==> src/rtl/sp_pkg.sv <==
package sp_pkg;
  typedef enum logic [1:0] {
    SP_OFF    = 2'd0,
    SP_FRAMED = 2'd1,
    SP_CHAIN  = 2'd2
  } sp_mode_e;
endpackage

==> src/rtl/sp_sync.sv <==
module sp_sync #(
  parameter int              WIDTH   = 1,
  parameter int              STAGES  = 2,
  parameter logic [WIDTH-1:0] RST_VAL = '0
) (
  input  logic             clk,
  input  logic             rst_n,
  input  logic [WIDTH-1:0] d,
  output logic [WIDTH-1:0] q
);
  logic [WIDTH-1:0] stage [STAGES];

  for (genvar g = 0; g < STAGES; g++) begin : g_stage
    always_ff @(posedge clk or negedge rst_n) begin
      if (!rst_n) stage[g] <= RST_VAL;
      else if (g == 0) stage[g] <= d;
      else stage[g] <= stage[(g == 0) ? 0 : g-1];
    end
  end

  assign q = stage[STAGES-1];
endmodule

==> src/rtl/sp_edge.sv <==
module sp_edge #(
  parameter int              WIDTH   = 1,
  parameter logic [WIDTH-1:0] RST_VAL = '0
) (
  input  logic             clk,
  input  logic             rst_n,
  input  logic [WIDTH-1:0] cur,
  output logic [WIDTH-1:0] rise,
  output logic [WIDTH-1:0] fall
);
  logic [WIDTH-1:0] prev;

  always_ff @(posedge clk or negedge rst_n) begin
    if (!rst_n) prev <= RST_VAL;
    else        prev <= cur;
  end

  assign rise = cur & ~prev;
  assign fall = ~cur & prev;
endmodule

==> src/rtl/sp_shifter.sv <==
module sp_shifter #(
  parameter int WORD_W = 24
) (
  input  logic              clk,
  input  logic              rst_n,
  input  logic              start,
  input  logic              bit_fall,
  input  logic              din,
  output logic [WORD_W-1:0] sreg,
  output logic              cnt_exact,
  output logic              cnt_enough
);
  localparam int CNT_W = $clog2(WORD_W + 2);
  localparam logic [CNT_W-1:0] FULL = CNT_W'(WORD_W);
  localparam logic [CNT_W-1:0] SAT  = CNT_W'(WORD_W + 1);

  logic [CNT_W-1:0] cnt;

  always_ff @(posedge clk or negedge rst_n) begin
    if (!rst_n) begin
      sreg <= '0;
      cnt  <= '0;
    end else if (start) begin
      sreg <= '0;
      cnt  <= '0;
    end else if (bit_fall) begin
      sreg <= {sreg[WORD_W-2:0], din};
      if (cnt != SAT) cnt <= cnt + 1'b1;
    end
  end

  assign cnt_exact  = (cnt == FULL);
  assign cnt_enough = (cnt >= FULL);
endmodule

==> src/rtl/sp_chain_out.sv <==
module sp_chain_out (
  input  logic clk,
  input  logic rst_n,
  input  logic daisy,
  input  logic bit_rise,
  input  logic msb,
  output logic sdo
);
  always_ff @(posedge clk or negedge rst_n) begin
    if (!rst_n)        sdo <= 1'b0;
    else if (!daisy)   sdo <= 1'b0;
    else if (bit_rise) sdo <= msb;
  end
endmodule

==> src/rtl/sp_out_stage.sv <==
module sp_out_stage #(
  parameter int WORD_W = 24
) (
  input  logic              clk,
  input  logic              rst_n,
  input  logic              load,
  input  logic [WORD_W-1:0] word_in,
  input  logic              ready,
  output logic              valid,
  output logic [WORD_W-1:0] word_out
);
  always_ff @(posedge clk or negedge rst_n) begin
    if (!rst_n) begin
      valid    <= 1'b0;
      word_out <= '0;
    end else if (load && (!valid || ready)) begin
      valid    <= 1'b1;
      word_out <= word_in;
    end else if (ready) begin
      valid    <= 1'b0;
    end
  end
endmodule

==> src/rtl/serial_write_port.sv <==
module serial_write_port #(
  parameter int ADDR_W      = 8,
  parameter int SEL_W       = 2,
  parameter int DATA_W      = 14,
  parameter int SYNC_STAGES = 2
) (
  input  logic              clk,
  input  logic              rst_n,
  input  logic              ser_sel,
  input  logic              dc_en,
  input  logic              sync_n,
  input  logic              sclk,
  input  logic              sdin,
  output logic              sdo,
  output logic              m_valid,
  input  logic              m_ready,
  output logic [ADDR_W-1:0] m_addr,
  output logic [SEL_W-1:0]  m_sel,
  output logic [DATA_W-1:0] m_data
);
  import sp_pkg::*;

  localparam int WORD_W = ADDR_W + SEL_W + DATA_W;

  logic [4:0] raw_in, syn_in;
  logic ser_q, dc_q, sync_q, sclk_q, sdin_q;
  logic [1:0] edge_rise, edge_fall;
  logic sync_rise, sync_fall, sclk_rise, sclk_fall;
  logic frame_start, frame_end, in_frame, bit_fall, bit_rise, daisy_q;
  logic cnt_exact, cnt_enough, word_ok;
  logic [WORD_W-1:0] sreg, word_q;
  sp_mode_e mode;

  assign raw_in = {ser_sel, dc_en, sync_n, sclk, sdin};

  sp_sync #(.WIDTH(5), .STAGES(SYNC_STAGES), .RST_VAL(5'b00110)) u_sync (
    .clk(clk), .rst_n(rst_n), .d(raw_in), .q(syn_in)
  );

  assign {ser_q, dc_q, sync_q, sclk_q, sdin_q} = syn_in;

  sp_edge #(.WIDTH(2), .RST_VAL(2'b11)) u_edge (
    .clk(clk), .rst_n(rst_n), .cur({sync_q, sclk_q}),
    .rise(edge_rise), .fall(edge_fall)
  );

  assign {sync_rise, sclk_rise} = edge_rise;
  assign {sync_fall, sclk_fall} = edge_fall;

  always_comb begin
    if (!ser_q)    mode = SP_OFF;
    else if (dc_q) mode = SP_CHAIN;
    else           mode = SP_FRAMED;
  end

  assign daisy_q     = (mode == SP_CHAIN);
  assign in_frame    = ser_q && !sync_q;
  assign frame_start = ser_q && sync_fall;
  assign frame_end   = ser_q && sync_rise;
  assign bit_fall    = in_frame && sclk_fall;
  assign bit_rise    = in_frame && sclk_rise;

  sp_shifter #(.WORD_W(WORD_W)) u_shift (
    .clk(clk), .rst_n(rst_n), .start(frame_start), .bit_fall(bit_fall),
    .din(sdin_q), .sreg(sreg), .cnt_exact(cnt_exact), .cnt_enough(cnt_enough)
  );

  always_comb begin
    unique case (mode)
      SP_FRAMED: word_ok = frame_end && cnt_exact;
      SP_CHAIN:  word_ok = frame_end && cnt_enough;
      default:   word_ok = 1'b0;
    endcase
  end

  sp_chain_out u_chain (
    .clk(clk), .rst_n(rst_n), .daisy(daisy_q), .bit_rise(bit_rise),
    .msb(sreg[WORD_W-1]), .sdo(sdo)
  );

  sp_out_stage #(.WORD_W(WORD_W)) u_out (
    .clk(clk), .rst_n(rst_n), .load(word_ok), .word_in(sreg),
    .ready(m_ready), .valid(m_valid), .word_out(word_q)
  );

  assign m_addr = word_q[WORD_W-1 -: ADDR_W];
  assign m_sel  = word_q[DATA_W +: SEL_W];
  assign m_data = word_q[DATA_W-1:0];
endmodule

==> config.mk <==
export PLATFORM = sky130hd
export DESIGN_NAME = serial_write_port
export DESIGN_NICKNAME = d
export VERILOG_FILES = /design/src/rtl/sp_pkg.sv /design/src/rtl/sp_sync.sv /design/src/rtl/sp_edge.sv /design/src/rtl/sp_shifter.sv /design/src/rtl/sp_chain_out.sv /design/src/rtl/sp_out_stage.sv /design/src/rtl/serial_write_port.sv
export SDC_FILE = /design/constraint.sdc
export NUM_CORES = 1
export LEC_CHECK = 0
export BUFFER_PORTS_ARGS = -buffer_cell sky130_fd_sc_hd__buf_2
export CAP_MARGIN = 40
export CORE_MARGIN = 2
export CORE_UTILIZATION = 57
export CTS_CLUSTER_SIZE = 12
export DETAILED_ROUTE_END_ITERATION = 6
export PLACE_DENSITY_LB_ADDON = 0.15
export SYNTH_ARGS = -nofsm -noshare
export SYNTH_HDL_FRONTEND = slang
export SYNTH_HIERARCHICAL = 1
export SYNTH_SLANG_ARGS = --single-unit
==> constraint.sdc <==
create_clock -name clk -period 2.2 [get_ports clk]
set_input_delay 0.44 -clock clk [delete_from_list [all_inputs] [get_ports clk]]
set_output_delay 0.44 -clock clk [all_outputs]
set_load 0.1 [all_outputs]
## Yosys cells after proc, flatten, opt, wreduce, memory -nomap -nowiden

Cells that the tools add are included.

- Register bits after elaboration: 67
- Word-level logic and storage cells: 46
- Input port bits: 8

- Mux-type cells: 12
- Add/sub/neg operators: 1
- Eq/ne operators: 5
- $lt $le $gt $ge: 1
- Reductions and logical operators: 15
- Bitwise logic cells: 4

Operator list:

| cell | count |
|---|---|
| 24-bit two-way mux | 2 |
| 5-bit two-way mux | 3 |
| 1-bit logical AND | 8 |
| 2-bit nonzero test | 3 |
| 5-bit by 1-bit adder with 5-bit output, second input constant | 1 |
| 5-bit equality test, second input constant | 1 |
| 5-bit >= comparator, second input constant | 1 |
| 5-bit != test, second input constant | 1 |
| 2-bit AND | 2 |
| 1-bit two-way mux | 4 |
| 2-bit two-way mux | 2 |
| 2-bit NOT | 2 |
| 2-bit by 1-bit equality test with 1-bit output, second input constant | 1 |
| 2-bit equality test, second input constant | 1 |
| 1-bit logical NOT | 2 |
| 2-bit != test, second input constant | 1 |
| 1-bit one-hot mux with 2 select lines | 1 |
| 2-bit AND reduction | 1 |
| 1-bit logical OR | 1 |

## Depth between registers and ports, before layout

- Word-level depth: 7
- Depth in mapped cells: 8

## Modules after synthesis

Netlist, hierarchy kept.

Modules (own cells, without submodules):

| module | seq. area each (um^2) | area each (um^2) | times used | cells each |
|---|---|---|---|---|
| sp_shifter | 725.7 | 1271.2 | 1 | 109 |
| sp_out_stage | 625.6 | 1043.5 | 1 | 54 |
| sp_sync | 255.2 | 292.8 | 1 | 15 |
| sp_edge | 52.6 | 87.6 | 1 | 6 |
| serial_write_port | 0.0 | 48.8 | 1 | 7 |
| sp_chain_out | 25.0 | 41.3 | 1 | 3 |

## Worst setup path before layout

OpenSTA, ideal clock, no wires.

- Path type: register to register
- Start: register u_out.valid
- End: register u_out.word_out[0]
- Stages on the path, launching flop included: 5
- Path slack: 0.456 ns
- Buffers on the path: 1
- Arrival time: 1.619 ns
- Path through: dfrtp_1 > nand2b_4 > nand2_4 > buf_12 > mux2_4

- Longest elaborated chain between the ends: 3

RTL lines:

| element | line | RTL |
|---|---|---|
| from (decl) | sp_out_stage.sv:9 | `output logic valid,` |
| from (signal assigned) | sp_out_stage.sv:14 | `valid <= 1'b0;` |
| from (signal assigned) | sp_out_stage.sv:17 | `valid <= 1'b1;` |
| from (signal assigned) | sp_out_stage.sv:20 | `valid <= 1'b0;` |
| 1-bit logical NOT | sp_out_stage.sv:16 | `end else if (load && (!valid \|\| ready)) begin` |
| 1-bit logical OR | sp_out_stage.sv:16 |  |
| 1-bit logical AND | sp_out_stage.sv:16 |  |
| to (signal assigned) | sp_out_stage.sv:18 | `word_out <= word_in;` |
| to (decl) | sp_out_stage.sv:10 | `output logic [WORD_W-1:0] word_out` |

Every way passes these cells.
A chain may end at the register's enable or synchronous reset.

## Worst setup path in the final report

- Start: register u_shift.cnt[0]
- End: register u_out.word_out[22]

- Longest elaborated chain between the ends: 4
- Elaborated cells on any way between the ends: 6

RTL lines:

| element | line | RTL |
|---|---|---|
| from (decl) | sp_shifter.sv:17 | `logic [CNT_W-1:0] cnt;` |
| from (signal assigned) | sp_shifter.sv:28 | `if (cnt != SAT) cnt <= cnt + 1'b1;` |
| 5-bit equality test | sp_shifter.sv:32 | `assign cnt_exact = (cnt == FULL);` |
| via cnt_exact | serial_write_port.sv:30 | `logic cnt_exact, cnt_enough, word_ok;` |
| 1-bit logical AND | serial_write_port.sv:70 | `SP_FRAMED: word_ok = frame_end && cnt_exact;` |
| 1-bit one-hot mux with 2 select lines | serial_write_port.sv:69 | `unique case (mode)` |
| via word_ok | serial_write_port.sv:30 |  |
| 1-bit logical AND | sp_out_stage.sv:16 |  |

The timed path passes the listed nets, and every way through them passes these cells.

==> results_dict.tcl <==
set metrics [dict create \
    wirelength_microns 4410 \
    holdBufCountCts 0 \
    gp_congestion 0.704 \
    grt_pass1_wl_microns 7310 \
    skew_ps 9.18 \
    die_x_microns 73.9 \
    track_usage 0.184 \
    drt_first_pass_iters 4 \
    clk_pin_slew_ps 70 \
    fp-row-count 25 \
    syn_area_per_cell_sq_um 14.4 \
    p_leak_uw 0.00167 \
    clock_path_buffers 2 \
    worstRegToRegCells 7 \
    post-route-period-util 0.883 \
    rsz0062_at_grt "false" \
    ys_ff_latch 67 \
    worst-path-max-fanout 24 \
    ant_nets 0 \
    setup_tns_ps 0 \
    nets 241 \
    fp.dieH_microns 73.9 \
    cp-start-kind "flop" \
    use_met2 0.271 \
    cp_num_buf_inv 1 \
    routedWlPerCell_microns 14.6 \
    worst_path_max_delay_cell "dfrtp_1" \
    htreeDepth 3 \
    max_cap_viol_count 0 \
    final_util 0.670 \
    drt_iter0_drc 61 \
    yosysWarnings 6 \
    cts_buffers 9 \
    ys_types 29 \
    status "finished, final reports clean" \
    grtUsageMet1 0.253 \
    cts_resized 0 \
    dieArea_sq_mm 0.00546 \
    dp_hpwl_microns 2950 \
    grt_use_met3 0.0453 \
    start_util 0.590 \
    relSlewSlack 0.575 \
    grt_max_degree 40 \
    r2r_setup_slack_ps 260 \
    critPathLaunch "u_shift/cnt[0]$_DFFE_PN0P_" \
    drc_errors 0 \
    slowest_delay_ps 430 \
    vias_per_cell 5.04 \
    clock_latency_ps 330 \
    netlist_instances 194 \
    rr_startpoint "u_shift/cnt[0]$_DFFE_PN0P_" \
    via_count 1523 \
    r2r-end "u_out/word_out[22]$_DFFE_PN0P_" \
    power.density_mw_per_mm2 718 \
    numPortBuffers 33 \
    diodes 0 \
    root_buffer "clkbuf_8" \
    timing.fmax_ghz 0.515 \
    grt_pass1_vias 1535 \
    crit_required_ps 2410 \
    core_sq_mm 0.00472 \
    hold_violations 0 \
    syn2layout_area_growth_pct 13.6 \
    grt_busiest_layer "met2" \
    synth_seq_area_share 0.605 \
    fin_crit_ps 1940 \
    peakVddDrop_uv 497 \
    grt-ovfl-total 0 \
    io_pins 34 \
    syn-cell-area_sq_mm 0.00279 \
    antenna_found_initial 0 \
    worst_pin_slew_ps 638 \
    synth_nets 205 \
    clock-sinks 67 \
    tritoncts "yes" \
    crit_path_cell_trace "inv_1 > ha_1 > nor3b_1 > mux2i_1 > nor2_1 > nand2_4 > mux2_4" \
    endpoint_kind "flop" \
    post_cts_buffers 0 \
    finalMaxSlewViolations 0 \
    setup-violations-final 0 \
    cp.arrival_ps 2150 \
    cp_top_family "simple AND/OR/NAND/NOR gates" \
    min_path_type "primary input to asynchronous set/reset pin" \
    drive_gt1_frac 0.396 \
    path_class "flop to flop" \
]
-- cell families after synthesis --
group                      Yosys count  synth area share
AOI/OAI and AO/OA                    3           0.00853
xor gates and xnor gates             2           0.00629
adders and majority gates            3            0.0135
muxes                               52             0.226
and+or+nand+nor                     50            0.0948
DFF                                 67             0.605
buffers and inverters               17            0.0458
-- worst reg2reg max path: cells and delay by family (launching register included) --
family	cells	cell delay (ps)
flip-flops	1	430
buffers and inverters	1	100
adder cells (fa/ha/maj)	1	140
multiplexers	2	490
AND/OR/NAND/NOR	3	670
-- cells in the final DEF (no fill, tap or decap), types with 2 or more instances in the layout --
master      instances
and2b_2             4
and3b_1             2
buf_12              2
buf_2              33
buf_4               3
clkbuf_8           10
clkinv_2            2
clkinvlp_4          3
dfrtp_1            61
dfstp_2             6
ha_1                3
inv_1               4
mux2_2              4
mux2_4             21
mux2i_1            27
nand2_1             3
nand2b_1            2
nand4_1             2
nor2_1             29
xor2_1              2
-- power by group --
part / switching, uW / internal, uW
sequential: 17.8 / 1260
clock: 459 / 437
combinational: 57.5 / 43.4
-- stage by stage --
step	power, uW	hold slack [ps]	area (sq um)	worst slack [ps]	instances
2_1_floorplan	1360	144	2790	456	194
3_3_place_gp	1390	333	2980	327	286
3_5_place_dp	1400	352	2980	273	286
4_1_cts	2300	135	3160	269	302
5_1_grt	2380	158	3160	146	302
6_report	2270	126	3160	258	302
-- sequential cells by signal, summed over array words and instances (netlist names) --
name            count
u_shift/sreg       24
u_edge/prev         2
u_out/word_out     24
u_sync/stage        5
u_out/valid         1
u_shift/cnt         5
u_chain/sdo         1
u_sync/q            5
-- layer usage --
metal / vias to the layer above / share of wire
met5: - / 0
met4: 0 / 0.013
met3: 5 / 0.033
met2: 31 / 0.49
met1: 774 / 0.46
li1: 713 / -
-- cell usage after synthesis --
cell      number  area, sq um
ha_1           3         37.5
mux2i_1       27          270
nand2_4        1         11.3
buf_12         2         40.0
and2b_2        4         35.0
nor2_1        29          109
and2_1         1         6.26
nand2_1        3         11.3
and3b_1        2         17.5
buf_2          1         5.00
buf_4          8         60.1
nand4_1        2         12.5
dfstp_2        6          158
mux2_4        21          315
dfrtp_1       61         1530
or2b_1         1         7.51
and2_2         1         7.51
xor2_1         2         17.5
a311o_1        1         10.0
nor3b_1        1         7.51
o31a_1         1         8.76
nand2b_4       1         13.8
nand2_2        1         6.26
nand2b_1       2         12.5
mux2_2         4         45.0
inv_1          4         15.0
buf_1          2         7.51
nor2b_1        1         6.26
a21oi_1        1         5.00
-- cell type report --
class,count,area [sq um]
clock buffer,10,138
clock inverter,6,41.3
fill,349,1560
inverter,4,15.0
multi-input combinational,110,973
sequential,67,1680
tap,67,83.8
timing repair buffer,38,228
-- worst max-delay path by stage --
stage | to | depth (start not counted) | slack, ps
after detailed placement | u_out/word_out[0]$_DFFE_PN0P_ | 7 | 270
after CTS | u_out/word_out[18]$_DFFE_PN0P_ | 7 | 270
after global placement | u_out/word_out[18]$_DFFE_PN0P_ | 7 | 330
after global routing | u_out/word_out[14]$_DFFE_PN0P_ | 7 | 150
after floorplan | u_out/word_out[0]$_DFFE_PN0P_ | 4 | 460
final | u_out/word_out[22]$_DFFE_PN0P_ | 7 | 260
Power figures use the tool's default switching activity.
